`src/rtl/sbh_pkg.sv`:
```
package sbh_pkg;
  typedef enum logic [1:0] {
    PH_CMD  = 2'b00,
    PH_EVEN = 2'b01,
    PH_ODD  = 2'b10,
    PH_IDLE = 2'b11
  } phase_e;

  typedef enum logic [1:0] {
    S_IDLE,
    S_SEND,
    S_READ
  } ctl_e;

  localparam logic [1:0] OP_TALK = 2'b11;

  function automatic logic is_talk(input logic [7:0] c);
    return c[3:2] == OP_TALK;
  endfunction
endpackage

```
`src/rtl/sbh_poll_sel.sv`:
```
module sbh_poll_sel #(
  parameter int NDEV = 16
) (
  input  logic            clk,
  input  logic            rst,
  input  logic [NDEV-1:0] mask,
  input  logic [7:0]      last_cmd,
  input  logic [7:0]      last_poll,
  input  logic            srq,
  output logic [7:0]      poll_cmd,
  output logic            any
);
  localparam int AW = $clog2(NDEV);

  logic [AW-1:0] cur, nxt, addr;
  logic          adv;

  assign cur = last_poll[7:4];

  always_comb begin
    logic [AW-1:0] j;
    logic          found;
    j     = '0;
    found = 1'b0;
    nxt   = cur;
    for (int k = 1; k <= NDEV; k++) begin
      j = AW'((int'(cur) + k) % NDEV);
      if (!found && mask[j]) begin
        nxt   = j;
        found = 1'b1;
      end
    end
  end

  assign adv      = (srq && last_cmd == last_poll) || !mask[cur];
  assign addr     = adv ? nxt : cur;
  assign poll_cmd = {addr, 4'b1100};
  assign any      = |mask;

  // a chosen poll address is always present in a non-empty mask
  a_r9_addr_in_mask: assert property (@(posedge clk) disable iff (rst)
    any |-> mask[addr]);
endmodule

```
`src/rtl/sbh_rbuf.sv`:
```
module sbh_rbuf #(
  parameter int DEPTH = 16,
  parameter int W     = 8
) (
  input  logic                     clk,
  input  logic                     we,
  input  logic [$clog2(DEPTH)-1:0] waddr,
  input  logic [W-1:0]             wdata,
  input  logic [$clog2(DEPTH)-1:0] raddr,
  output logic [W-1:0]             rdata
);
  logic [W-1:0] mem [DEPTH];

  always_ff @(posedge clk) begin
    if (we) mem[waddr] <= wdata;
    rdata <= mem[raddr];
  end
endmodule

```
`src/rtl/sbh_seq.sv`:
```
module sbh_seq
  import sbh_pkg::*;
#(
  parameter int MAXD   = 8,
  parameter int RDEPTH = 16,
  parameter int NDEV   = 16
) (
  input  logic                        clk,
  input  logic                        rst,
  input  logic                        req_valid,
  output logic                        req_ready,
  input  logic [7:0]                  req_cmd,
  input  logic [MAXD*8-1:0]           req_data,
  input  logic [$clog2(MAXD+1)-1:0]   req_nd,
  input  logic                        req_rx,
  input  logic                        poll_kick,
  input  logic                        srq,
  input  logic [NDEV-1:0]             ap_mask,
  input  logic                        xc_shift_done,
  input  logic [7:0]                  xc_rx,
  input  logic                        xc_attn_n,
  output logic [1:0]                  xc_phase,
  output logic                        xc_dir_out,
  output logic [7:0]                  xc_tx,
  input  logic [$clog2(RDEPTH)-1:0]   rd_addr,
  output logic [7:0]                  rd_data,
  output logic                        done,
  output logic [$clog2(RDEPTH+1)-1:0] reply_len,
  output logic                        overflow,
  output logic [7:0]                  last_cmd,
  output logic [7:0]                  last_talk,
  output logic [7:0]                  last_poll
);
  localparam int NDW = $clog2(MAXD + 1);
  localparam int LW  = $clog2(RDEPTH + 1);
  localparam int RAW = $clog2(RDEPTH);

  ctl_e              state;
  phase_e            phase;
  logic              held_v, h_rx, poll_pend, cur_poll, c_acc;
  logic [7:0]        h_cmd, c_cmd;
  logic [MAXD*8-1:0] h_data;
  logic [NDW-1:0]    h_nd, idx, cur_nd;
  logic              cur_rx;
  logic [LW-1:0]     len;
  logic [7:0]        poll_cmd;
  logic              poll_any;
  logic              we;
  logic [RAW-1:0]    waddr;

  sbh_poll_sel #(.NDEV(NDEV)) u_sel (
    .clk(clk), .rst(rst), .mask(ap_mask), .last_cmd(last_cmd),
    .last_poll(last_poll), .srq(srq), .poll_cmd(poll_cmd), .any(poll_any)
  );

  always_comb begin
    we    = 1'b0;
    waddr = '0;
    if (xc_shift_done && !xc_attn_n) begin
      if (state == S_IDLE) we = 1'b1;
      else if (state == S_READ && len < LW'(RDEPTH)) begin
        we    = 1'b1;
        waddr = len[RAW-1:0];
      end
    end
  end

  sbh_rbuf #(.DEPTH(RDEPTH), .W(8)) u_buf (
    .clk(clk), .we(we), .waddr(waddr), .wdata(xc_rx),
    .raddr(rd_addr), .rdata(rd_data)
  );

  assign cur_nd    = cur_poll ? '0 : h_nd;
  assign cur_rx    = cur_poll ? 1'b1 : h_rx;
  assign req_ready = !held_v;
  assign xc_phase  = phase;
  assign reply_len = len;

  always_ff @(posedge clk) begin
    if (rst) begin
      state      <= S_IDLE;
      phase      <= PH_IDLE;
      xc_dir_out <= 1'b0;
      xc_tx      <= '0;
      held_v     <= 1'b0;
      h_cmd      <= '0;
      h_data     <= '0;
      h_nd       <= '0;
      h_rx       <= 1'b0;
      poll_pend  <= 1'b0;
      cur_poll   <= 1'b0;
      c_acc      <= 1'b0;
      c_cmd      <= '0;
      idx        <= '0;
      len        <= '0;
      overflow   <= 1'b0;
      done       <= 1'b0;
      last_cmd   <= 8'h00;
      last_talk  <= 8'h0C;
      last_poll  <= 8'h0C;
    end else begin
      done <= 1'b0;
      if (req_valid && !held_v) begin
        held_v <= 1'b1;
        h_cmd  <= req_cmd;
        h_data <= req_data;
        h_nd   <= req_nd;
        h_rx   <= req_rx;
      end
      case (state)
        S_IDLE: begin
          if (xc_shift_done) begin
            overflow <= 1'b0;
            c_acc    <= 1'b0;
            if (!xc_attn_n) begin
              len   <= LW'(1);
              phase <= PH_EVEN;
              state <= S_READ;
            end else begin
              len  <= '0;
              done <= 1'b1;
            end
          end else if (poll_pend || held_v) begin
            cur_poll   <= poll_pend;
            c_cmd      <= poll_pend ? poll_cmd : h_cmd;
            xc_tx      <= poll_pend ? poll_cmd : h_cmd;
            xc_dir_out <= 1'b1;
            phase      <= PH_CMD;
            idx        <= '0;
            c_acc      <= 1'b0;
            overflow   <= 1'b0;
            len        <= '0;
            state      <= S_SEND;
          end
        end
        S_SEND: begin
          if (xc_shift_done) begin
            if (phase == PH_CMD && !xc_attn_n) begin
              state      <= S_READ;
              xc_dir_out <= 1'b0;
              phase      <= PH_EVEN;
            end else begin
              if (phase == PH_CMD) begin
                c_acc    <= 1'b1;
                last_cmd <= c_cmd;
                if (is_talk(c_cmd)) begin
                  last_talk <= c_cmd;
                  if (c_cmd[1:0] == 2'b00) last_poll <= c_cmd;
                end
              end
              if (idx < cur_nd) begin
                xc_tx <= h_data[int'(idx)*8 +: 8];
                idx   <= idx + 1'b1;
                phase <= (phase == PH_CMD) ? PH_EVEN : phase_e'(~phase);
              end else if (cur_rx) begin
                state      <= S_READ;
                xc_dir_out <= 1'b0;
                phase      <= (phase == PH_CMD) ? PH_EVEN : phase_e'(~phase);
              end else begin
                state      <= S_IDLE;
                xc_dir_out <= 1'b0;
                phase      <= PH_IDLE;
                done       <= 1'b1;
                if (cur_poll) poll_pend <= 1'b0;
                else          held_v    <= 1'b0;
              end
            end
          end
        end
        default: begin
          if (xc_shift_done) begin
            if (!xc_attn_n) begin
              if (len < LW'(RDEPTH)) len <= len + 1'b1;
              else                   overflow <= 1'b1;
              phase <= phase_e'(~phase);
            end else begin
              state <= S_IDLE;
              phase <= PH_IDLE;
              done  <= 1'b1;
              if (c_acc) begin
                if (cur_poll) poll_pend <= 1'b0;
                else          held_v    <= 1'b0;
              end
            end
          end
        end
      endcase
      if (poll_kick && poll_any) poll_pend <= 1'b1;
    end
  end

  // the command phase is only ever entered from idle
  a_r2_cmd_from_idle: assert property (@(posedge clk) disable iff (rst)
    (xc_phase != 2'b00) |=> (xc_phase != 2'b00 || $past(xc_phase) == 2'b11));
  // driving out always begins with a command byte
  a_r2_dir_cmd: assert property (@(posedge clk) disable iff (rst)
    $rose(xc_dir_out) |-> xc_phase == 2'b00);
  // an end report coincides with idle phase and input direction
  a_r5_done_idle: assert property (@(posedge clk) disable iff (rst)
    done |-> (xc_phase == 2'b11 && !xc_dir_out));
  // the count never passes the buffer size
  a_r12_len_bound: assert property (@(posedge clk) disable iff (rst)
    reply_len <= LW'(RDEPTH));
  // the overflow flag implies a full buffer
  a_r12_ovf_full: assert property (@(posedge clk) disable iff (rst)
    overflow |-> reply_len == LW'(RDEPTH));
endmodule

```
`config.mk`:
```
export PLATFORM = sky130hd
export DESIGN_NAME = sbh_seq
export DESIGN_NICKNAME = d
export VERILOG_FILES = /design/src/rtl/sbh_pkg.sv /design/src/rtl/sbh_poll_sel.sv /design/src/rtl/sbh_rbuf.sv /design/src/rtl/sbh_seq.sv
export SDC_FILE = /design/constraint.sdc
export NUM_CORES = 1
export LEC_CHECK = 0
export BUFFER_PORTS_ARGS = -buffer_cell sky130_fd_sc_hd__buf_2
export CAP_MARGIN = 40
export CORE_MARGIN = 2
export CORE_UTILIZATION = 27
export CTS_CLUSTER_DIAMETER = 40
export DETAILED_ROUTE_END_ITERATION = 10
export GPL_ROUTABILITY_DRIVEN = 1
export GPL_TIMING_DRIVEN = 0
export PLACE_DENSITY = 0.48
export SLEW_MARGIN = 20
export SYNTH_ARGS = -nofsm -noshare
export SYNTH_HDL_FRONTEND = slang
export SYNTH_SLANG_ARGS = --single-unit
```
`constraint.sdc`:
```
create_clock -name clk -period 9.2 [get_ports clk]
set_input_delay 1.84 -clock clk [delete_from_list [all_inputs] [get_ports clk]]
set_output_delay 1.84 -clock clk [all_outputs]
set_load 0.02 [all_outputs]
```
==> impl_metrics.toml <==
[synthesis]
synth_fp_nets = 1302
syn_area_sq_um = 13300
synth.yosys.seq_area_share_pct = 50.8
async_flop_share_pct = 0
synth_edf_count = 128
syn-mean-instance-area_sq_um = 11.3
yosysWarnings = 0
ys_types = 73
syn_inst = 1177
ys_ff_latch = 273
ys.flop_type = "dfxtp_1"

[run_status]
status = "finished, final reports clean"

[final_layout]
layout_common_cells = "nand2_1, buf_2, dfxtp_1"
layout_commonest_cell = "nand2_1"
area_delta_synth_final_pct = 24.9
nNetsFinal = 1523
final_cell_area_sq_um = 16600
drive_gt1_share_pct = 26.3

[pwr]
power.leakage_nw = 5.98
ir_drop_uv = 120
pwr_density_cell_nw_per_um2 = 197

[clock_tree]
clock_latency_ns = 0.55
path_clk_slew_ns = 0.05
cts_setup_buffers = 0
cts.sinks = 273
root_buffer = "clkbuf_16"
cts-root-to-sink-buffers = 3
cts_buffers = 42
cts_tree = "yes"
htreeDepth = 2
cts-hold-fix-buffers = 0
ctsResizeCount = 0

[setup_path]
critPathKind = "reg2reg"
worst_ep_arrival_time_ns = 6.67
crit_slowest_cell = "nor4_2"
path_cells = "buf_2, clkbuf_1, inv_1, ha_1, buf_6, clkbuf_1, a2111oi_0, nor4_2, mux2i_1, and3_1, a31oi_1, nor2_1, o311a_1, o21ai_1, a21oi_1"
slowest_delay_ns = 0.72
cpLargestDelayFamily = "buffers and inverters"
worstPathRequired_ns = 9.61
start_kind = "register"
end_kind = "register"
crit_buf_inv = 5
crit_path_frequent_cell = "clkbuf_1"
cp_max_fo = 10

[place]
pre_cts_ws_ns = 3.08
placed_area_sq_um = 15100
dpl.hpwl_mm = 30.5
port_buffers = 157
place.gp.congestion = 0.873

[floorplan]
ios = 163
die_h_um = 226
die_x_um = 226
num_rows = 81
start_util_pct = 27.3
dieArea_sq_um = 51000
core_sq_um = 48700

[drt]
vias_per_cell = 4.93
drt_iter0_drc = 672
wl_mm = 40.6
drc = 0
drt_pass1_iterations = 5
ant_nets = 0
wl_per_cell_um = 19.4
vias = 10300

[sta]
setup_tns_ns = 0
final_max_slew_viol_count = 0
fin_crit_ns = 6.26
worst_slack_ns = 2.94
slew_headroom_pct = 46.1
finClkSkew_ns = 0.0258
fmax_mhz = 160
setup_viol = 0
hold-worst-slack_ns = 0.448
fin_crit_sh_pct = 68.1
finalHoldViolations = 0
rsz0062_at_grt = "false"
tightest_slew_ns = 0.808

[global_routing]
grt_pass1_vias = 10300
gr-total-overflow = 0
grt_pass1_wl_mm = 61.6
grt.total_usage_pct = 15.9
grt_max_degree = 17
grt_antenna_before_repair = 2

[job]
drv_cap = 0

[hold_path]
hold_class = "reg2reg"
==> stage by stage <==
stage / total power [mW] / util [%] / instances
global route: 3.38 / 34.0 / 2095
CTS: 3.30 / 34.0 / 2092
finish: 3.26 / 34.0 / 2097
detailed placement: 1.64 / 30.9 / 2015
floorplan: 1.52 / - / 1177
global placement: 1.64 / 30.6 / 1998
==> area by class of cell <==
| type | instances | area, sq um |
|---|---|---|
| Antenna cell | 2 | 5.00 |
| Buffer | 79 | 333 |
| Clock buffer | 52 | 1160 |
| Clock inverter | 25 | 323 |
| Fill cell | 4915 | 32200 |
| Inverter | 12 | 45.0 |
| Multi-Input combinational cell | 813 | 6180 |
| Sequential cell | 273 | 6750 |
| Tap cell | 664 | 831 |
| Timing Repair Buffer | 177 | 962 |
==> worst min-delay path: stages (launching register included) <==
cell     delay [ns]
dfxtp_1        0.30
nand2_1        0.05
a21oi_1        0.05
==> logic make-up (layout without fill, tap and decap cells) <==
family	after synthesis	count (layout)	synth area share, %
compound gates	214	214	9.63
xor+xnor	27	27	1.84
fa+ha+maj	13	13	1.22
buf+inv	91	345	2.84
flops	273	273	50.8
mux	157	157	19.8
other cells	0	2	0
simple gates	402	402	13.8
==> flip-flops by register name, indices dropped and copies added, names as in the netlist, 2 cells and up <==
signal / cells
u_buf.mem: 128
h_data: 64
c_cmd: 8
h_cmd: 8
last_cmd: 8
last_poll: 8
last_talk: 8
u_buf.rdata: 8
xc_tx: 8
reply_len: 5
h_nd: 4
idx: 4
state: 2
xc_phase: 2
==> path summary, 6_finish.rpt <==
check / from / endpoint / slack (ns) / cells after the start
worst max-delay path: last_poll[5]$_SDFFE_PP0P_ / xc_tx[7]$_SDFFE_PP0P_ / 2.94 / 15
worst min-delay path: c_acc$_SDFFE_PP0P_ / c_acc$_SDFFE_PP0P_ / 0.45 / 2
worst max register to register: last_poll[5]$_SDFFE_PP0P_ / xc_tx[7]$_SDFFE_PP0P_ / 2.94 / 15
worst min register to register: c_acc$_SDFFE_PP0P_ / c_acc$_SDFFE_PP0P_ / 0.45 / 2
==> layer usage <==
metal / wire length [um] / GRT usage (%) / part of all wire (%)
met1: 17500 / 20.1 / 43
met4: 872 / 4.76 / 2.1
met5: 10 / 0 / 0.025
met2: 20000 / 27.3 / 49
met3: 2240 / 3.23 / 5.5
==> Yosys cell counts, drive strengths merged, types with 13 or more instances <==
master	number	area, sq um
mux4	81	1820
dfxtp	145	2900
buf	25	130
edfxtp	128	3840
nor3	23	115
xor2	14	130
clkbuf	54	203
ha	13	163
mux2i	58	601
o21ai	23	115
nand3	18	90.1
xnor2	13	114
nor2	80	300
mux2	18	210
a21oi	121	606
nand2	200	756
==> power by group <==
part           total (mW)  leakage [nW]  internal [mW]  switching [mW]
clock network        1.64         0.716           1.05           0.594
logic               0.288          2.92          0.111           0.176
registers            1.33          2.34           1.31          0.0225
total                3.26          5.98           2.47           0.793
Note: power is estimated with default switching activity, not from simulation.
